File: src/rtl/i2c_tgt_pkg.sv
package i2c_tgt_pkg;

    typedef enum logic [2:0] {
        ST_IDLE,
        ST_ADDR,
        ST_AACK,
        ST_WBYTE,
        ST_WACK,
        ST_RBYTE,
        ST_RACK,
        ST_SKIP
    } tgt_state_e;

    typedef struct packed {
        tgt_state_e st;
        logic [2:0] cnt;
        logic [7:0] sh;
        logic [7:0] ptr;
        logic       ptr_set;
        logic       rnw;
        logic       half;
        logic       pull;
    } tgt_regs_t;

    function automatic logic [7:0] ptr_step(input logic [7:0] cur,
                                            input logic [7:0] loop_from,
                                            input logic [7:0] loop_to,
                                            input logic [7:0] top);
        if (cur == loop_from) begin
            return loop_to;
        end else if (cur >= top) begin
            return 8'h00;
        end
        return cur + 8'd1;
    endfunction

endpackage

File: src/rtl/i2c_line_sync.sv
module i2c_line_sync #(
    parameter int STAGES = 2
) (
    input  logic clk,
    input  logic rst_n,
    input  logic scl_i,
    input  logic sda_i,
    output logic scl_o,
    output logic sda_o,
    output logic scl_rise_o,
    output logic scl_fall_o,
    output logic start_o,
    output logic stop_o
);
    localparam int W = STAGES + 1;

    typedef struct packed {
        logic [W-1:0] scl;
        logic [W-1:0] sda;
    } sync_t;

    sync_t sync_d, sync_q;
    logic  scl_prev, sda_prev;

    always_comb begin
        sync_d     = sync_q;
        sync_d.scl = {sync_q.scl[W-2:0], scl_i};
        sync_d.sda = {sync_q.sda[W-2:0], sda_i};
    end

    always_ff @(posedge clk or negedge rst_n) begin
        if (!rst_n) begin
            sync_q <= '1;
        end else begin
            sync_q <= sync_d;
        end
    end

    assign scl_o    = sync_q.scl[W-2];
    assign sda_o    = sync_q.sda[W-2];
    assign scl_prev = sync_q.scl[W-1];
    assign sda_prev = sync_q.sda[W-1];

    assign scl_rise_o = scl_o & ~scl_prev;
    assign scl_fall_o = ~scl_o & scl_prev;
    assign start_o    = scl_o & scl_prev & sda_prev & ~sda_o;
    assign stop_o     = scl_o & scl_prev & ~sda_prev & sda_o;

endmodule

File: src/rtl/i2c_regfile.sv
module i2c_regfile #(
    parameter int                    NUM_REGS = 13,
    parameter int                    RO_FIRST = 3,
    parameter int                    RO_LAST  = 8,
    parameter logic [NUM_REGS*8-1:0] WR_MASK  = '1
) (
    input  logic                              clk,
    input  logic                              rst_n,
    input  logic                              wr_en,
    input  logic [7:0]                        wr_addr,
    input  logic [7:0]                        wr_data,
    input  logic [7:0]                        rd_addr,
    output logic [7:0]                        rd_data,
    input  logic [(RO_LAST-RO_FIRST+1)*8-1:0] ro_data_i,
    output logic [NUM_REGS*8-1:0]             bank_o
);
    localparam logic [7:0] NREG8 = 8'(NUM_REGS);
    localparam logic [7:0] ROF8  = 8'(RO_FIRST);
    localparam logic [7:0] ROL8  = 8'(RO_LAST);

    logic [NUM_REGS-1:0][7:0] store_d, store_q;
    logic [NUM_REGS-1:0][7:0] bank;

    always_comb begin
        store_d = store_q;
        for (int i = 0; i < NUM_REGS; i++) begin
            if (wr_en && wr_addr == 8'(i) && !(i >= RO_FIRST && i <= RO_LAST)) begin
                store_d[i] = (wr_data & WR_MASK[i*8 +: 8])
                           | (store_q[i] & ~WR_MASK[i*8 +: 8]);
            end
        end
    end

    always_ff @(posedge clk or negedge rst_n) begin
        if (!rst_n) begin
            store_q <= '0;
        end else begin
            store_q <= store_d;
        end
    end

    for (genvar g = 0; g < NUM_REGS; g++) begin : g_reg
        if (g >= RO_FIRST && g <= RO_LAST) begin : g_ro
            assign bank[g] = ro_data_i[(g-RO_FIRST)*8 +: 8];
        end else begin : g_rw
            assign bank[g] = store_q[g];
        end
    end

    always_comb begin
        rd_data = 8'h00;
        for (int i = 0; i < NUM_REGS; i++) begin
            if (rd_addr == 8'(i)) begin
                rd_data = bank[i];
            end
        end
    end

    assign bank_o = bank;

    // a write outside the register range leaves every register as it was
    a_r6_invalid_write_dropped: assert property (@(posedge clk) disable iff (!rst_n)
        (wr_en && wr_addr >= NREG8) |=> $stable(store_q));

    // a write to a read-only register leaves every register as it was
    a_r7_ro_write_dropped: assert property (@(posedge clk) disable iff (!rst_n)
        (wr_en && wr_addr >= ROF8 && wr_addr <= ROL8) |=> $stable(store_q));

endmodule

File: src/rtl/i2c_target_fsm.sv
module i2c_target_fsm
    import i2c_tgt_pkg::*;
#(
    parameter logic [6:0] TARGET_ADDR = 7'b0011110,
    parameter logic [7:0] LOOP_FROM   = 8'd9,
    parameter logic [7:0] LOOP_TO     = 8'd3,
    parameter logic [7:0] PTR_TOP     = 8'd12
) (
    input  logic       clk,
    input  logic       rst_n,
    input  logic       scl_s,
    input  logic       sda_s,
    input  logic       scl_rise,
    input  logic       scl_fall,
    input  logic       start_evt,
    input  logic       stop_evt,
    output logic       wr_en,
    output logic [7:0] wr_addr,
    output logic [7:0] wr_data,
    output logic [7:0] rd_addr,
    input  logic [7:0] rd_data,
    output logic       sda_pull_o
);
    tgt_regs_t  q, n;
    logic [7:0] rx_byte;
    logic       ptr_load;

    assign rx_byte = {q.sh[6:0], sda_s};

    always_comb begin
        n        = q;
        wr_en    = 1'b0;
        wr_addr  = q.ptr;
        wr_data  = rx_byte;
        rd_addr  = q.ptr;
        ptr_load = 1'b0;
        if (start_evt) begin
            n.st      = ST_ADDR;
            n.cnt     = 3'd0;
            n.pull    = 1'b0;
            n.half    = 1'b0;
            n.ptr_set = 1'b0;
        end else if (stop_evt) begin
            n.st   = ST_IDLE;
            n.pull = 1'b0;
            n.half = 1'b0;
        end else begin
            case (q.st)
                ST_ADDR: begin
                    if (scl_rise) begin
                        n.sh  = rx_byte;
                        n.cnt = q.cnt + 3'd1;
                        if (q.cnt == 3'd7) begin
                            if (rx_byte[7:1] == TARGET_ADDR) begin
                                n.st   = ST_AACK;
                                n.rnw  = rx_byte[0];
                                n.half = 1'b0;
                            end else begin
                                n.st = ST_SKIP;
                            end
                        end
                    end
                end
                ST_AACK: begin
                    if (scl_fall) begin
                        if (!q.half) begin
                            n.pull = 1'b1;
                            n.half = 1'b1;
                        end else begin
                            n.half = 1'b0;
                            n.cnt  = 3'd0;
                            if (q.rnw) begin
                                n.st   = ST_RBYTE;
                                n.sh   = rd_data;
                                n.pull = ~rd_data[7];
                                n.ptr  = ptr_step(q.ptr, LOOP_FROM, LOOP_TO, PTR_TOP);
                            end else begin
                                n.st   = ST_WBYTE;
                                n.pull = 1'b0;
                            end
                        end
                    end
                end
                ST_WBYTE: begin
                    if (scl_rise) begin
                        n.sh  = rx_byte;
                        n.cnt = q.cnt + 3'd1;
                        if (q.cnt == 3'd7) begin
                            n.st   = ST_WACK;
                            n.half = 1'b0;
                            if (!q.ptr_set) begin
                                n.ptr     = rx_byte;
                                n.ptr_set = 1'b1;
                                ptr_load  = 1'b1;
                            end else begin
                                wr_en = 1'b1;
                                n.ptr = ptr_step(q.ptr, LOOP_FROM, LOOP_TO, PTR_TOP);
                            end
                        end
                    end
                end
                ST_WACK: begin
                    if (scl_fall) begin
                        if (!q.half) begin
                            n.pull = 1'b1;
                            n.half = 1'b1;
                        end else begin
                            n.pull = 1'b0;
                            n.half = 1'b0;
                            n.cnt  = 3'd0;
                            n.st   = ST_WBYTE;
                        end
                    end
                end
                ST_RBYTE: begin
                    if (scl_fall) begin
                        n.cnt = q.cnt + 3'd1;
                        if (q.cnt == 3'd7) begin
                            n.pull = 1'b0;
                            n.half = 1'b0;
                            n.st   = ST_RACK;
                        end else begin
                            n.sh   = {q.sh[6:0], 1'b0};
                            n.pull = ~q.sh[6];
                        end
                    end
                end
                ST_RACK: begin
                    if (scl_rise) begin
                        n.half = sda_s;
                    end else if (scl_fall) begin
                        n.half = 1'b0;
                        if (!q.half) begin
                            n.st   = ST_RBYTE;
                            n.cnt  = 3'd0;
                            n.sh   = rd_data;
                            n.pull = ~rd_data[7];
                            n.ptr  = ptr_step(q.ptr, LOOP_FROM, LOOP_TO, PTR_TOP);
                        end else begin
                            n.st   = ST_SKIP;
                            n.pull = 1'b0;
                        end
                    end
                end
                default: begin
                    n.pull = 1'b0;
                end
            endcase
        end
    end

    always_ff @(posedge clk or negedge rst_n) begin
        if (!rst_n) begin
            q.st      <= ST_IDLE;
            q.cnt     <= 3'd0;
            q.sh      <= 8'h00;
            q.ptr     <= 8'h00;
            q.ptr_set <= 1'b0;
            q.rnw     <= 1'b0;
            q.half    <= 1'b0;
            q.pull    <= 1'b0;
        end else begin
            q <= n;
        end
    end

    assign sda_pull_o = q.pull;

    // the pull-low output holds still while SCL stays high
    a_r9_sda_moves_scl_low: assert property (@(posedge clk) disable iff (!rst_n)
        (scl_s && $past(scl_s) && !$past(start_evt) && !$past(stop_evt))
        |-> $stable(q.pull));

    // once the address is rejected the line is never pulled
    a_r2_skip_released: assert property (@(posedge clk) disable iff (!rst_n)
        (q.st == ST_SKIP) |-> !q.pull);

    // an automatic step away from the loop point lands on the loop target
    a_r5_loop_back: assert property (@(posedge clk) disable iff (!rst_n)
        ($past(q.ptr) == LOOP_FROM && !$stable(q.ptr) && !$past(ptr_load))
        |-> q.ptr == LOOP_TO);

    // an automatic step from the top or above lands on zero
    a_r5_top_wrap: assert property (@(posedge clk) disable iff (!rst_n)
        ($past(q.ptr) >= PTR_TOP && !$stable(q.ptr) && !$past(ptr_load))
        |-> q.ptr == 8'h00);

endmodule

File: src/rtl/i2c_regbank_target.sv
module i2c_regbank_target #(
    parameter logic [6:0]            TARGET_ADDR = 7'b0011110,
    parameter int                    NUM_REGS    = 13,
    parameter int                    RO_FIRST    = 3,
    parameter int                    RO_LAST     = 8,
    parameter int                    LOOP_FROM   = 9,
    parameter int                    LOOP_TO     = 3,
    parameter int                    SYNC_STAGES = 2,
    parameter logic [NUM_REGS*8-1:0] WR_MASK     =
        104'hFF_F0_0F_FF_00_00_00_00_00_00_03_E0_FF
) (
    input  logic                              clk,
    input  logic                              rst_n,
    input  logic                              scl_i,
    input  logic                              sda_i,
    input  logic [(RO_LAST-RO_FIRST+1)*8-1:0] ro_data_i,
    output logic                              sda_pull_o,
    output logic [NUM_REGS*8-1:0]             bank_o
);
    localparam logic [7:0] PTR_TOP = 8'(NUM_REGS - 1);
    localparam logic [7:0] LFROM8  = 8'(LOOP_FROM);
    localparam logic [7:0] LTO8    = 8'(LOOP_TO);

    logic       scl_s, sda_s, scl_rise, scl_fall, start_evt, stop_evt;
    logic       wr_en;
    logic [7:0] wr_addr, wr_data, rd_addr, rd_data;

    i2c_line_sync #(
        .STAGES (SYNC_STAGES)
    ) u_sync (
        .clk        (clk),
        .rst_n      (rst_n),
        .scl_i      (scl_i),
        .sda_i      (sda_i),
        .scl_o      (scl_s),
        .sda_o      (sda_s),
        .scl_rise_o (scl_rise),
        .scl_fall_o (scl_fall),
        .start_o    (start_evt),
        .stop_o     (stop_evt)
    );

    i2c_target_fsm #(
        .TARGET_ADDR (TARGET_ADDR),
        .LOOP_FROM   (LFROM8),
        .LOOP_TO     (LTO8),
        .PTR_TOP     (PTR_TOP)
    ) u_fsm (
        .clk        (clk),
        .rst_n      (rst_n),
        .scl_s      (scl_s),
        .sda_s      (sda_s),
        .scl_rise   (scl_rise),
        .scl_fall   (scl_fall),
        .start_evt  (start_evt),
        .stop_evt   (stop_evt),
        .wr_en      (wr_en),
        .wr_addr    (wr_addr),
        .wr_data    (wr_data),
        .rd_addr    (rd_addr),
        .rd_data    (rd_data),
        .sda_pull_o (sda_pull_o)
    );

    i2c_regfile #(
        .NUM_REGS (NUM_REGS),
        .RO_FIRST (RO_FIRST),
        .RO_LAST  (RO_LAST),
        .WR_MASK  (WR_MASK)
    ) u_regs (
        .clk       (clk),
        .rst_n     (rst_n),
        .wr_en     (wr_en),
        .wr_addr   (wr_addr),
        .wr_data   (wr_data),
        .rd_addr   (rd_addr),
        .rd_data   (rd_data),
        .ro_data_i (ro_data_i),
        .bank_o    (bank_o)
    );

endmodule

File: config.mk
export PLATFORM = sky130hd
export DESIGN_NAME = i2c_regbank_target
export DESIGN_NICKNAME = d
export VERILOG_FILES = /design/src/rtl/i2c_tgt_pkg.sv /design/src/rtl/i2c_line_sync.sv /design/src/rtl/i2c_regfile.sv /design/src/rtl/i2c_target_fsm.sv /design/src/rtl/i2c_regbank_target.sv
export SDC_FILE = /design/constraint.sdc
export NUM_CORES = 1
export LEC_CHECK = 0
export ABC_CLOCK_PERIOD_IN_PS = 5900
export BUFFER_PORTS_ARGS = -buffer_cell sky130_fd_sc_hd__buf_4
export CAP_MARGIN = 40
export CORE_MARGIN = 4
export CORE_UTILIZATION = 33
export CTS_CLUSTER_DIAMETER = 200
export DETAILED_ROUTE_END_ITERATION = 6
export SYNTH_ARGS = -nofsm -noshare
export SYNTH_HDL_FRONTEND = slang
export SYNTH_SLANG_ARGS = --single-unit
File: constraint.sdc
create_clock -name clk -period 5.9 [get_ports clk]
set_input_delay 0 -clock clk [delete_from_list [all_inputs] [get_ports clk]]
set_output_delay 0 -clock clk [all_outputs]
set_load 0.005 [all_outputs]
# Word level (Yosys, flattened, before mapping)
# Index checks and enable logic that the tools add are counted.
# W data, S select, Z words.
[totals]
wordCells = 213
latchBits = 0
regBits = 88
input_bits = 52
romBits = 0
output_inout_bits = 105
ramBits = 0
n_memories = 0
[op_classes]
addsub = 2
n_lt_le_gt_ge = 1
shifts = 0
bitwise = 19
n_reduce_logical = 24
multipliers = 0
n_div = 0
n_mux = 93
eq_ne = 57
[op_table]
columns = ["operator", "n"]
rows = [
  ["$mux W8", 20],
  ["$mux W22", 4],
  ["$eq A8 B4 Y1 const B", 5],
  ["$pmux W8 S5", 1],
  ["$mux W1", 36],
  ["$pmux W6 S6", 1],
  ["$eq A8 B3 Y1 const B", 4],
  ["$mux W14", 2],
  ["$ne A4 B4 Y1 const B", 7],
  ["$reduce_and A13 Y1", 2],
  ["$mux W2", 12],
  ["$ne A3 B3 Y1 const B", 8],
  ["$ne A4 B3 Y1 const B", 6],
  ["$pmux W8 S3", 1],
  ["$mux W23", 1],
  ["$mux W21", 1],
  ["$mux W19", 1],
  ["$mux W3", 6],
  ["$mux W6", 3],
  ["$ne A2 B2 Y1 const B", 9],
  ["$eq A8 B2 Y1 const B", 2],
  ["$mux W16", 1],
  ["$eq A3 B3 Y1 const B", 4],
  ["$reduce_and A12 Y1", 1],
  ["32 further kinds", 58],
]

# Depth between registers and ports, before layout
# Gate-level depths: netlist of run 1.
[depth]
depth_word = 21
ltp_mapped = 10

# By module
# Synthesis of run 1 repeated with hierarchy kept, for this count alone.
[unflattened]
hier_cells = 559
hier_area_um2 = 5023.6
[by_module_without_submodules]
columns = ["mod", "area_each_um2", "cells_each", "instances", "seq_area_each_um2"]
rows = [
  ["i2c_regfile", 2966.6, 324, 1, 925.9],
  ["i2c_target_fsm", 1866.8, 225, 1, 625.6],
  ["i2c_line_sync", 190.2, 10, 1, 157.7],
]

# Least setup slack after synthesis of run 1
# Ideal clock, no wire load.
[synth_timing]
kind = "register to register"
start = "register u_fsm.q, in the netlist u_fsm.rd_addr[4]"
end = "register u_fsm.q, in the netlist u_fsm.wr_data[5]"
stages_incl_launch_ff = 8
slack_ns = 3.703
synth_period_minus_slack_ns = 2.197
arrival_time_ns = 2.064
required_ns = 5.766
cell_sequence = "dfrtp_1 -> or4_1 -> buf_6 -> buf_6 -> or3_4 -> or3_1 -> o211ai_2 -> o22ai_1"
[synth_via]
elab_chain_len = 18
elab_cells_between_ends = 33
cone_classes = "eq/ne: 12; mux: 20; reduce/logical: 1"
[synth_rtl]
columns = ["element", "line_no", "text"]
rows = [
  ["from (decl)", "i2c_target_fsm.sv:24", "tgt_regs_t q, n;"],
  ["from (signal assigned)", "i2c_target_fsm.sv:163", "q <= n;"],
  ["$logic_not A8 Y1", "i2c_regfile.sv:53", "if (rd_addr == 8'(i)) begin"],
  ["$mux W8 (12 in a row)", "i2c_regfile.sv:53", ""],
  ["$mux W8 *", "i2c_regfile.sv:53", ""],
  ["$mux W19 or $mux W16 (tied branches)", "i2c_target_fsm.sv:133, i2c_target_fsm.sv:72", ""],
  ["$mux W22 (on tied branches)", "i2c_target_fsm.sv:131, i2c_target_fsm.sv:66", ""],
  ["$mux W22 (on tied branches)", "i2c_target_fsm.sv:129, i2c_target_fsm.sv:65", ""],
  ["$pmux W8 S5 *", "i2c_target_fsm.sv:48", "case (q.st)"],
]
# Mark *: on every way between the ends. The rest lies on a longest branch, timed or not. The select of a mux whose other input is x is not followed.
# A chain may end at the register's enable or synchronous reset.

# Worst setup path in the final report of run 1
[layout_timing]
start = "register u_fsm.q, in the netlist u_fsm.rd_addr[2]"
end = "register u_fsm.q, in the netlist u_fsm.sda_pull_o"
[layout_via]
elab_chain_len = 21
elab_cells_between_ends = 36
cone_classes = "eq/ne: 12; mux: 22; bitwise: 1; reduce/logical: 1"
[layout_rtl]
columns = ["element", "line_no", "text"]
rows = [
  ["$logic_not A8 Y1", "i2c_regfile.sv:53", ""],
  ["$mux W8 (12 in a row)", "i2c_regfile.sv:53", ""],
  ["$mux W8 *", "i2c_regfile.sv:53", ""],
  ["$not A1 Y1 *", "i2c_target_fsm.sv:75, i2c_target_fsm.sv:137", ""],
  ["$mux W1 (on tied branches)", "i2c_target_fsm.sv:133, i2c_target_fsm.sv:72", ""],
  ["$mux W2 (on tied branches)", "i2c_target_fsm.sv:131, i2c_target_fsm.sv:66", ""],
  ["$mux W1 or $mux W2 (tied branches)", "i2c_target_fsm.sv:129, i2c_target_fsm.sv:65", ""],
  ["$pmux W1 S5 *", "i2c_target_fsm.sv:48", ""],
  ["$mux W2 *", "i2c_target_fsm.sv:43", "end else if (stop_evt) begin"],
  ["$mux W2 *", "i2c_target_fsm.sv:37", "if (start_evt) begin"],
]
# Marked as above.

==> results of run 1 <==
per-layer routing:
metal / track usage, % / vias up / routed length (um) / part of all wire [%]
li1: - / 2177 / - / -
met4: 3.501 / 0 / 152 / 0.85
met3: 6.384 / 11 / 1717 / 9.6
met5: 0 / - / 0 / 0
met2: 31.45 / 273 / 8235 / 46
met1: 27.74 / 2398 / 7739 / 43
where the power goes:
group	switching, W	internal, W
Combinational	0.000923	0.000488
Clock	0.000215	0.000457
Sequential	0.000213	0.000539
kinds of logic after synthesis:
kind of cell / Yosys count / share of synthesized area [%]
other: 1 / 0.07497
flip-flops: 68 / 34.17
multiplexers: 41 / 9.205
adder cells (fa/ha/maj): 6 / 1.501
buffers and inverters: 121 / 14.63
AO/OA/AOI/OAI: 163 / 22.11
AND/OR/NAND/NOR: 179 / 17.96
XOR/XNOR: 2 / 0.3502
layout make-up:
cell class                      count  area share, %
Clock buffer                       10          3.745
Clock inverter                      6          2.251
Timing Repair Buffer              146          18.38
Inverter                           13         0.7982
Sequential cell                    68          27.96
Multi-Input combinational cell    410          43.10
Tap cell                          184          3.766
through the flow:
stage               power [W]  utilization, %  setup slack (ns)  cells
CTS                  0.002800           41.59             2.768    837
finish               0.002836           41.59             2.707    837
detailed placement   0.002119           38.89             2.810    818
global route         0.003000           41.59             2.482    837
floorplan            0.001704               -             3.703    599
global placement     0.002117           38.65             2.579    816
critical path, delay by kind of cell, from the launching register on:
family	cells	cell delay (ns)
simple gates	2	1.05
flops	1	0.94
compound gates	4	1.05
path summary, 6_finish.rpt:
path,slack [ns],to,cells after the start
setup / recovery,2.71,u_fsm.sda_pull_o$_DFFE_PN0P_,6
hold / removal,0.1,u_fsm.q[25]$_DFFE_PN0P_,2
setup reg to reg,2.71,u_fsm.sda_pull_o$_DFFE_PN0P_,6
hold reg to reg,0.35,u_sync.scl_o$_DFF_PN1_,0
max in group asynchronous,5.22,u_sync.scl_prev$_DFF_PN1_,3
min in group clk,0.12,u_fsm.wr_data[4]$_DFFE_PN0P_,5
state kept, by name, indices dropped and copies added, names as in the netlist:
signal,count
u_fsm.q,9
u_fsm.rd_addr,8
u_fsm.sda_pull_o,1
u_fsm.wr_data,7
u_regs.bank_o,37
u_sync.scl_o,1
u_sync.scl_prev,1
u_sync.sda_o,1
u_sync.sda_prev,1
u_sync.sync_d,2
synthesized netlist by cell type, types with 3 or more instances:
cell | instances | area (sq um)
sky130_fd_sc_hd__mux2_2 | 40 | 450.4
sky130_fd_sc_hd__o32ai_1 | 3 | 26.28
sky130_fd_sc_hd__a221oi_1 | 4 | 35.03
sky130_fd_sc_hd__clkbuf_1 | 24 | 90.09
sky130_fd_sc_hd__nand2_1 | 54 | 202.7
sky130_fd_sc_hd__o211ai_1 | 4 | 30.03
sky130_fd_sc_hd__nor4b_1 | 3 | 26.28
sky130_fd_sc_hd__nand3b_1 | 5 | 37.54
sky130_fd_sc_hd__o22ai_1 | 8 | 50.05
sky130_fd_sc_hd__a211oi_1 | 8 | 60.06
sky130_fd_sc_hd__nor2b_1 | 7 | 43.79
sky130_fd_sc_hd__a31oi_1 | 8 | 50.05
sky130_fd_sc_hd__nor2_1 | 41 | 153.9
sky130_fd_sc_hd__buf_2 | 9 | 45.04
sky130_fd_sc_hd__nand2b_1 | 9 | 56.30
sky130_fd_sc_hd__dfstp_2 | 6 | 157.7
sky130_fd_sc_hd__dfrtp_1 | 62 | 1551
sky130_fd_sc_hd__nand4_1 | 6 | 37.54
sky130_fd_sc_hd__nand3_1 | 15 | 75.07
sky130_fd_sc_hd__ha_1 | 6 | 75.07
sky130_fd_sc_hd__buf_1 | 6 | 22.52
sky130_fd_sc_hd__and3_1 | 8 | 50.05
sky130_fd_sc_hd__a21oi_1 | 31 | 155.2
sky130_fd_sc_hd__inv_1 | 12 | 45.04
sky130_fd_sc_hd__a21o_1 | 5 | 37.54
sky130_fd_sc_hd__o21ai_0 | 44 | 220.2
sky130_fd_sc_hd__nor3_1 | 10 | 50.05
sky130_fd_sc_hd__a22o_1 | 8 | 70.07
sky130_fd_sc_hd__buf_4 | 67 | 503.0
==> Flow_metrics.wiki, run 1 <==
{| class="wikitable"
! Metric !! Value
|-
| Row cnt || 44
|-
| Total of warnings raised by yosys || 0
|-
| Initial Util || 34.03%
|-
| Area of the multi-input gates || 2635 sq um
|-
| Cell with the largest stage delay on the worst path || sky130_fd_sc_hd__dfrtp_1
|-
| Number of max-capacitance violations reported || 0
|-
| CTS-repair resized insts || 0
|-
| Cell Pwr Density || 463.8 nW/um^2
|-
| Setup repair after global routing missed its margin || false
|-
| Commonest non-fill, non-tap cells in the layout || sky130_fd_sc_hd__buf_4, sky130_fd_sc_hd__dfrtp_1, sky130_fd_sc_hd__nand2_1
|-
| Sequential area share after synthesis || 34.17%
|-
| Slew at the pin closest to its max-slew limit || 0.9169 ns
|-
| Run status || completed
|-
| Clock transition at the registers of the reported paths || 0.06 ns
|-
| Std-Cell Core Area || 14700 sq um
|-
| Final clock skew || 0.007233 ns
|-
| Most common cell after layout, fill and taps aside || sky130_fd_sc_hd__buf_4
|-
| Final setup violation count || 0
|-
| Number of global-route vias before repair || 4693
|-
| Total track usage || 20.08%
|-
| Routability Congestion || 0.9482
|-
| Cell area after synthesis || 5002 sq um
|-
| Detailed Route WL || 17840 um
|-
| Leakage Power || 2.819 nW
|-
| Design Area, Final || 6113 sq um
|-
| Worst path max stage delay || 0.94 ns
|-
| Data required time of the critical path || 6.09 ns
|-
| Antenna violations before repair || 0
|-
| Worst skew pair latency || 0.34 ns
|-
| Number of fillers in the final layout || 1441
|-
| Average footprint of a synthesized cell || 8.610 sq um
|-
| Fraction of the cycle the final worst path needs || 54.12%
|-
| Worst reg2reg path startpoint || u_fsm.rd_addr[2]$_DFFE_PN0P_
|-
| Boundary Pins || 157
|-
| Count of inserted antenna diode cells || 0
|-
| TritonCTS clock tree || yes
|-
| Area growth, synth to finish || 22.21%
|-
| Category of the critical setup timing path || register to register
|-
| Global-route wire length before repair || 27850 um
|-
| FF/Latch Area || 1709 sq um
|-
| Capturing element type of the critical path || register
|-
| Remaining antenna violation count || 0
|-
| Share of layout cells above drive strength 1 || 33.38%
|-
| Detailed Place HPWL || 13200 um
|-
| Async set-or-reset flop fraction in the synthesized netlist || 100.0%
|-
| Number of DRC violations after detailed-routing iteration 0 || 598
|-
| Root cell of the clock tree || sky130_fd_sc_hd__clkbuf_16
|-
| Average wire length per cell after detail routing || 21.32 um
|-
| Hold buffer count at CTS || 3
|-
| Number of enable flip-flop cells after synthesis || 0
|-
| Endpoint arrival time on the critical path || 3.38 ns
|-
| Timing-limited maximum frequency || 313.2 MHz
|-
| Port Buffer Count || 137
|-
| Worst Hold Class || primary input to async pin
|-
| Worst-path maximum fanout || 28
|-
| Number of distinct library cells after synthesis || 77
|-
| Number of CTS-inserted buffers || 9
|-
| Max_slew headroom || 38.87%
|-
| IR Drop Worst-Case VDD || 0.1636 mV
|-
| Cell area after placement || 5717 sq um
|-
| Clk sinks || 68
|-
| Crit path launch type || register
|-
| Initial DRT Pass Iterations || 5
|-
| Die Width || 131.1 um
|-
| Number of DRC violations after detailed routing || 0
|-
| Cell count after synthesis || 581
|-
| Post-route worst hold slack || 0.09574 ns
|-
| Number of buffers between clock root and the deepest sink || 2
|-
| Die area || 17190 sq um
|-
| #FFs+latches synth || 68
|-
| H-tree Lvls || 3
|-
| Via count || 4859
|-
| Slew Viols, Final || 0
|-
| Setup tns final || 0 ns
|-
| Number of hold violations in the final report || 0
|-
| Die Ht || 131.1 um
|-
| Timing startpoint of the critical path || u_fsm.rd_addr[2]$_DFFE_PN0P_
|-
| Number of buffers added for setup after CTS || 0
|-
| Number of vias per cell || 5.805
|-
| Number of nets in the finished design || 706
|-
| Dominant synthesized flop cell || sky130_fd_sc_hd__dfrtp_1
|-
| Post-layout min period || 3.193 ns
|-
| Remaining Overflow, GRT || 0
|-
| CP cell instances || nor2b_1 > nand2_1 > a21oi_1 > o21ai_0 > a311oi_1 > o22ai_1
|-
| Largest net degree at the start of global routing || 50
|}
No activity file was read; power rests on OpenSTA's default activity.
==> inputs of run 2 (changes only) <==
--- a/config.mk
+++ b/config.mk
@@ -5,7 +5,7 @@
 export SDC_FILE = /design/constraint.sdc
 export NUM_CORES = 1
 export LEC_CHECK = 0
-export ABC_CLOCK_PERIOD_IN_PS = 5900
+export ABC_CLOCK_PERIOD_IN_PS = 2800
 export BUFFER_PORTS_ARGS = -buffer_cell sky130_fd_sc_hd__buf_4
 export CAP_MARGIN = 40
 export CORE_MARGIN = 4
==> constraint.sdc (replaced) <==
create_clock -name clk -period 2.8 [get_ports clk]
set_input_delay 0 -clock clk [delete_from_list [all_inputs] [get_ports clk]]
set_output_delay 0 -clock clk [all_outputs]
set_load 0.005 [all_outputs]
==> Flow_metrics.wiki, run 2 (synthesis results as in run 1) <==
{| class="wikitable"
! Metric !! Value
|-
| Run status || completed (unchanged)
|-
| Timing startpoint of the critical path || u_fsm.rd_addr[4]$_DFFE_PN0P_ (was u_fsm.rd_addr[2]$_DFFE_PN0P_)
|-
| Global-route wire length before repair || 28620 um (was 27850 um)
|-
| Clk sinks || 68 (unchanged)
|-
| Initial DRT Pass Iterations || 5 (unchanged)
|-
| Clock transition at the registers of the reported paths || 0.06 ns (about the same)
|-
| TritonCTS clock tree || yes (unchanged)
|-
| Fraction of the cycle the final worst path needs || 91.55% (was 54.12%)
|-
| Cell family contributing the most delay on the critical path || simple AND/OR/NAND/NOR gates (unchanged)
|-
| Crit path launch type || register (unchanged)
|-
| Top layer in use || met4 (unchanged)
|-
| Slew Viols, Final || 0 (unchanged)
|-
| Share of layout cells above drive strength 1 || 37.27% (was 33.38%)
|-
| Number of nets in the finished design || 748 (was 706)
|-
| Internal power summed over all cells || 0.003100 W (was 0.001484 W)
|-
| Area growth, synth to finish || 26.89% (was 22.21%)
|-
| Total track usage || 20.79% (was 20.08%)
|-
| Number of hold violations in the final report || 0 (unchanged)
|-
| Data required time of the critical path || 3.05 ns (was 6.09 ns)
|-
| Met2 WL || 8318 um (was 8235 um)
|-
| Post-Place Setup Slack || 0.2911 ns (was 2.810 ns)
|-
| IR Drop Worst-Case VDD || 0.3649 mV (was 0.1636 mV)
|-
| Via count || 4968 (was 4859)
|-
| Worst setup endpoint || u_fsm.wr_data[1]$_DFFE_PN0P_ (was u_fsm.sda_pull_o$_DFFE_PN0P_)
|-
| Number of buffers and inverters on the critical path || 1 (was 0)
|-
| Post-route worst hold slack || 0.01721 ns (was 0.09574 ns)
|-
| Detailed Route WL || 18310 um (was 17840 um)
|-
| Detailed Place HPWL || 14110 um (was 13200 um)
|-
| Number of fillers in the final layout || 1466 (was 1441)
|-
| Worst skew pair latency || 0.34 ns (about the same)
|-
| Met3 WL post-DR || 1497 um (was 1717 um)
|-
| Largest net degree at the start of global routing || 65 (was 50)
|-
| Remaining Overflow, GRT || 0 (unchanged)
|-
| Initial Util || 34.03% (unchanged)
|-
| Final clock skew || 0.007825 ns (was 0.007233 ns)
|-
| Number of DRC violations after detailed-routing iteration 0 || 607 (was 598)
|-
| Endpoint arrival time on the critical path || 2.81 ns (was 3.38 ns)
|-
| Cell Pwr Density || 937.8 nW/um^2 (was 463.8 nW/um^2)
|-
| Worst-case setup margin in the final layout || 0.2366 ns (was 2.707 ns)
|-
| Boundary Pins || 157 (unchanged)
|-
| Antenna violations before repair || 0 (unchanged)
|-
| Std-Cell Core Area || 14700 sq um (unchanged)
|-
| Number of vias per cell || 5.652 (was 5.805)
|-
| FF/Latch Area || 1709 sq um (unchanged)
|-
| Worst-path maximum fanout || 12 (was 28)
|-
| Max FFs per register || 37 (unchanged)
|-
| Routability Congestion || 0.9583 (was 0.9482)
|-
| Final core occ || 43.18% (was 41.59%)
|-
| Count of inserted antenna diode cells || 0 (unchanged)
|-
| Average wire length per cell after detail routing || 20.83 um (was 21.32 um)
|-
| Gate power share || 57.9% (was 49.8%)
|-
| Setup repair after global routing missed its margin || false (unchanged)
|-
| Timing-limited maximum frequency || 390.1 MHz (was 313.2 MHz)
|-
| Worst Hold Class || primary input to async pin (unchanged)
|-
| Post-layout min period || 2.563 ns (was 3.193 ns)
|-
| Number of max-capacitance violations reported || 0 (unchanged)
|-
| Remaining antenna violation count || 0 (unchanged)
|-
| Die area || 17190 sq um (unchanged)
|-
| Number of global-route vias before repair || 4841 (was 4693)
|-
| Area of the multi-input gates || 2635 sq um (unchanged)
|-
| R2r setup slk || 0.24 ns (was 2.71 ns)
|-
| Root cell of the clock tree || sky130_fd_sc_hd__clkbuf_16 (unchanged)
|-
| Die Width || 131.1 um (unchanged)
|-
| Number of CTS-inserted buffers || 9 (unchanged)
|-
| Leakage Power || 2.989 nW (was 2.819 nW)
|-
| Seq pwr share || 24.2% (was 26.5%)
|-
| Cell with the largest stage delay on the worst path || sky130_fd_sc_hd__or4_1 (was sky130_fd_sc_hd__dfrtp_1)
|-
| Setup tns final || 0 ns (unchanged)
|-
| Category of the critical setup timing path || register to register (unchanged)
|-
| Max_slew headroom || 51.43% (was 38.87%)
|-
| Number of DRC violations after detailed routing || 0 (unchanged)
|-
| Switching share of power || 47.92% (was 47.65%)
|-
| Number of buffers between clock root and the deepest sink || 2 (unchanged)
|-
| Capturing element type of the critical path || register (unchanged)
|-
| Net Switching || 0.002853 W (was 0.001351 W)
|-
| CP cell instances || or4_1 > nor2_1 > buf_4 > a32o_1 > a32o_1 > o2111ai_1 > a31oi_1 (was nor2b_1 > nand2_1 > a21oi_1 > o21ai_0 > a311oi_1 > o22ai_1)
|-
| Clock Power Share || 17.8% (was 23.7%)
|-
| Die Ht || 131.1 um (unchanged)
|-
| Worst path max stage delay || 0.83 ns (was 0.94 ns)
|-
| Crit path depth || 7 (was 6)
|-
| Row cnt || 44 (unchanged)
|-
| H-tree Lvls || 3 (unchanged)
|-
| Most frequent cell on the critical path || sky130_fd_sc_hd__a32o_1
|-
| Critical R2R Capture || u_fsm.wr_data[1]$_DFFE_PN0P_ (was u_fsm.sda_pull_o$_DFFE_PN0P_)
|-
| Final setup violation count || 0 (unchanged)
|-
| Commonest non-fill, non-tap cells in the layout || sky130_fd_sc_hd__buf_4, sky130_fd_sc_hd__dfrtp_1, sky130_fd_sc_hd__nand2_1 (unchanged)
|-
| Slew at the pin closest to its max-slew limit || 0.7230 ns (was 0.9169 ns)
|-
| Port Buffer Count || 137 (unchanged)
|-
| Most common cell after layout, fill and taps aside || sky130_fd_sc_hd__buf_4 (unchanged)
|-
| Met1 routed wirelength after detailed routing || 8124 um (was 7739 um)
|-
| Worst reg-to-reg path cell count || 7 (was 6)
|-
| Worst reg2reg path startpoint || u_fsm.rd_addr[4]$_DFFE_PN0P_ (was u_fsm.rd_addr[2]$_DFFE_PN0P_)
|}
run 2: metrics by stage:
| stage | area (sq um) | instances | total power, W |
|---|---|---|---|
| after detailed placement | 6045 | 860 | 0.004813 |
| after CTS | 6347 | 879 | 0.005910 |
| after global placement | 6017 | 859 | 0.004848 |
| after floorplan | 5070 | 599 | 0.003590 |
| final | 6347 | 879 | 0.005952 |
| after global routing | 6347 | 879 | 0.006359 |
run 2: final cells by class:
type,instances,area share [%]
clock buffer,12,3.883
clock inverter,4,0.4140
inverter,13,0.7688
multi-input combinational,410,41.51
sequential,68,26.93
tap,184,3.627
timing repair buffer,188,22.87
run 2: worst register-to-register path: stages, from the launching register on:
cell and delay [ns]:
sky130_fd_sc_hd__dfrtp_1 0.47, sky130_fd_sc_hd__or4_1 0.83, sky130_fd_sc_hd__nor2_1 0.18, sky130_fd_sc_hd__buf_4 0.17, sky130_fd_sc_hd__a32o_1 0.22, sky130_fd_sc_hd__a32o_1 0.17, sky130_fd_sc_hd__o2111ai_1 0.19, sky130_fd_sc_hd__a31oi_1 0.24
run 2: worst min-delay path by stage:
stage                     startpoint                          to  depth (start not counted)
after global placement         scl_i  u_sync.sync_d[4]$_DFF_PN1_                          1
after global routing           rst_n     u_fsm.q[24]$_DFFE_PN0P_                          2
final                          rst_n     u_fsm.q[24]$_DFFE_PN0P_                          2
after detailed placement       rst_n     u_fsm.q[25]$_DFFE_PN0P_                          1
after floorplan                rst_n      u_fsm.q[1]$_DFFE_PN0P_                          0
after CTS                      rst_n     u_fsm.q[24]$_DFFE_PN0P_                          2
run 2: power by group through the flow:
stage,registers (W),clock network (W),logic (W)
3_5_place_dp,0.00145,0,0.00336
6_report,0.00144,0.00106,0.00345
2_1_floorplan,0.00124,0,0.00235
3_3_place_gp,0.00146,0,0.00339
5_1_grt,0.00146,0.00113,0.00376
4_1_cts,0.00143,0.00109,0.00338
run 2: timing repair:
item                                   in CTS  in global routing
gates resized for setup                     0                  0
endpoints found under the hold margin      64                  0
hold buffers                                3                  0
setup buffers                               0                  0
run 2: metal layers:
metal / GRT usage (%) / vias up
met4: 6.651 / 0
met5: 0 / -
met1: 29.51 / 2410
met3: 3.670 / 31
met2: 32.32 / 276
li1: - / 2251
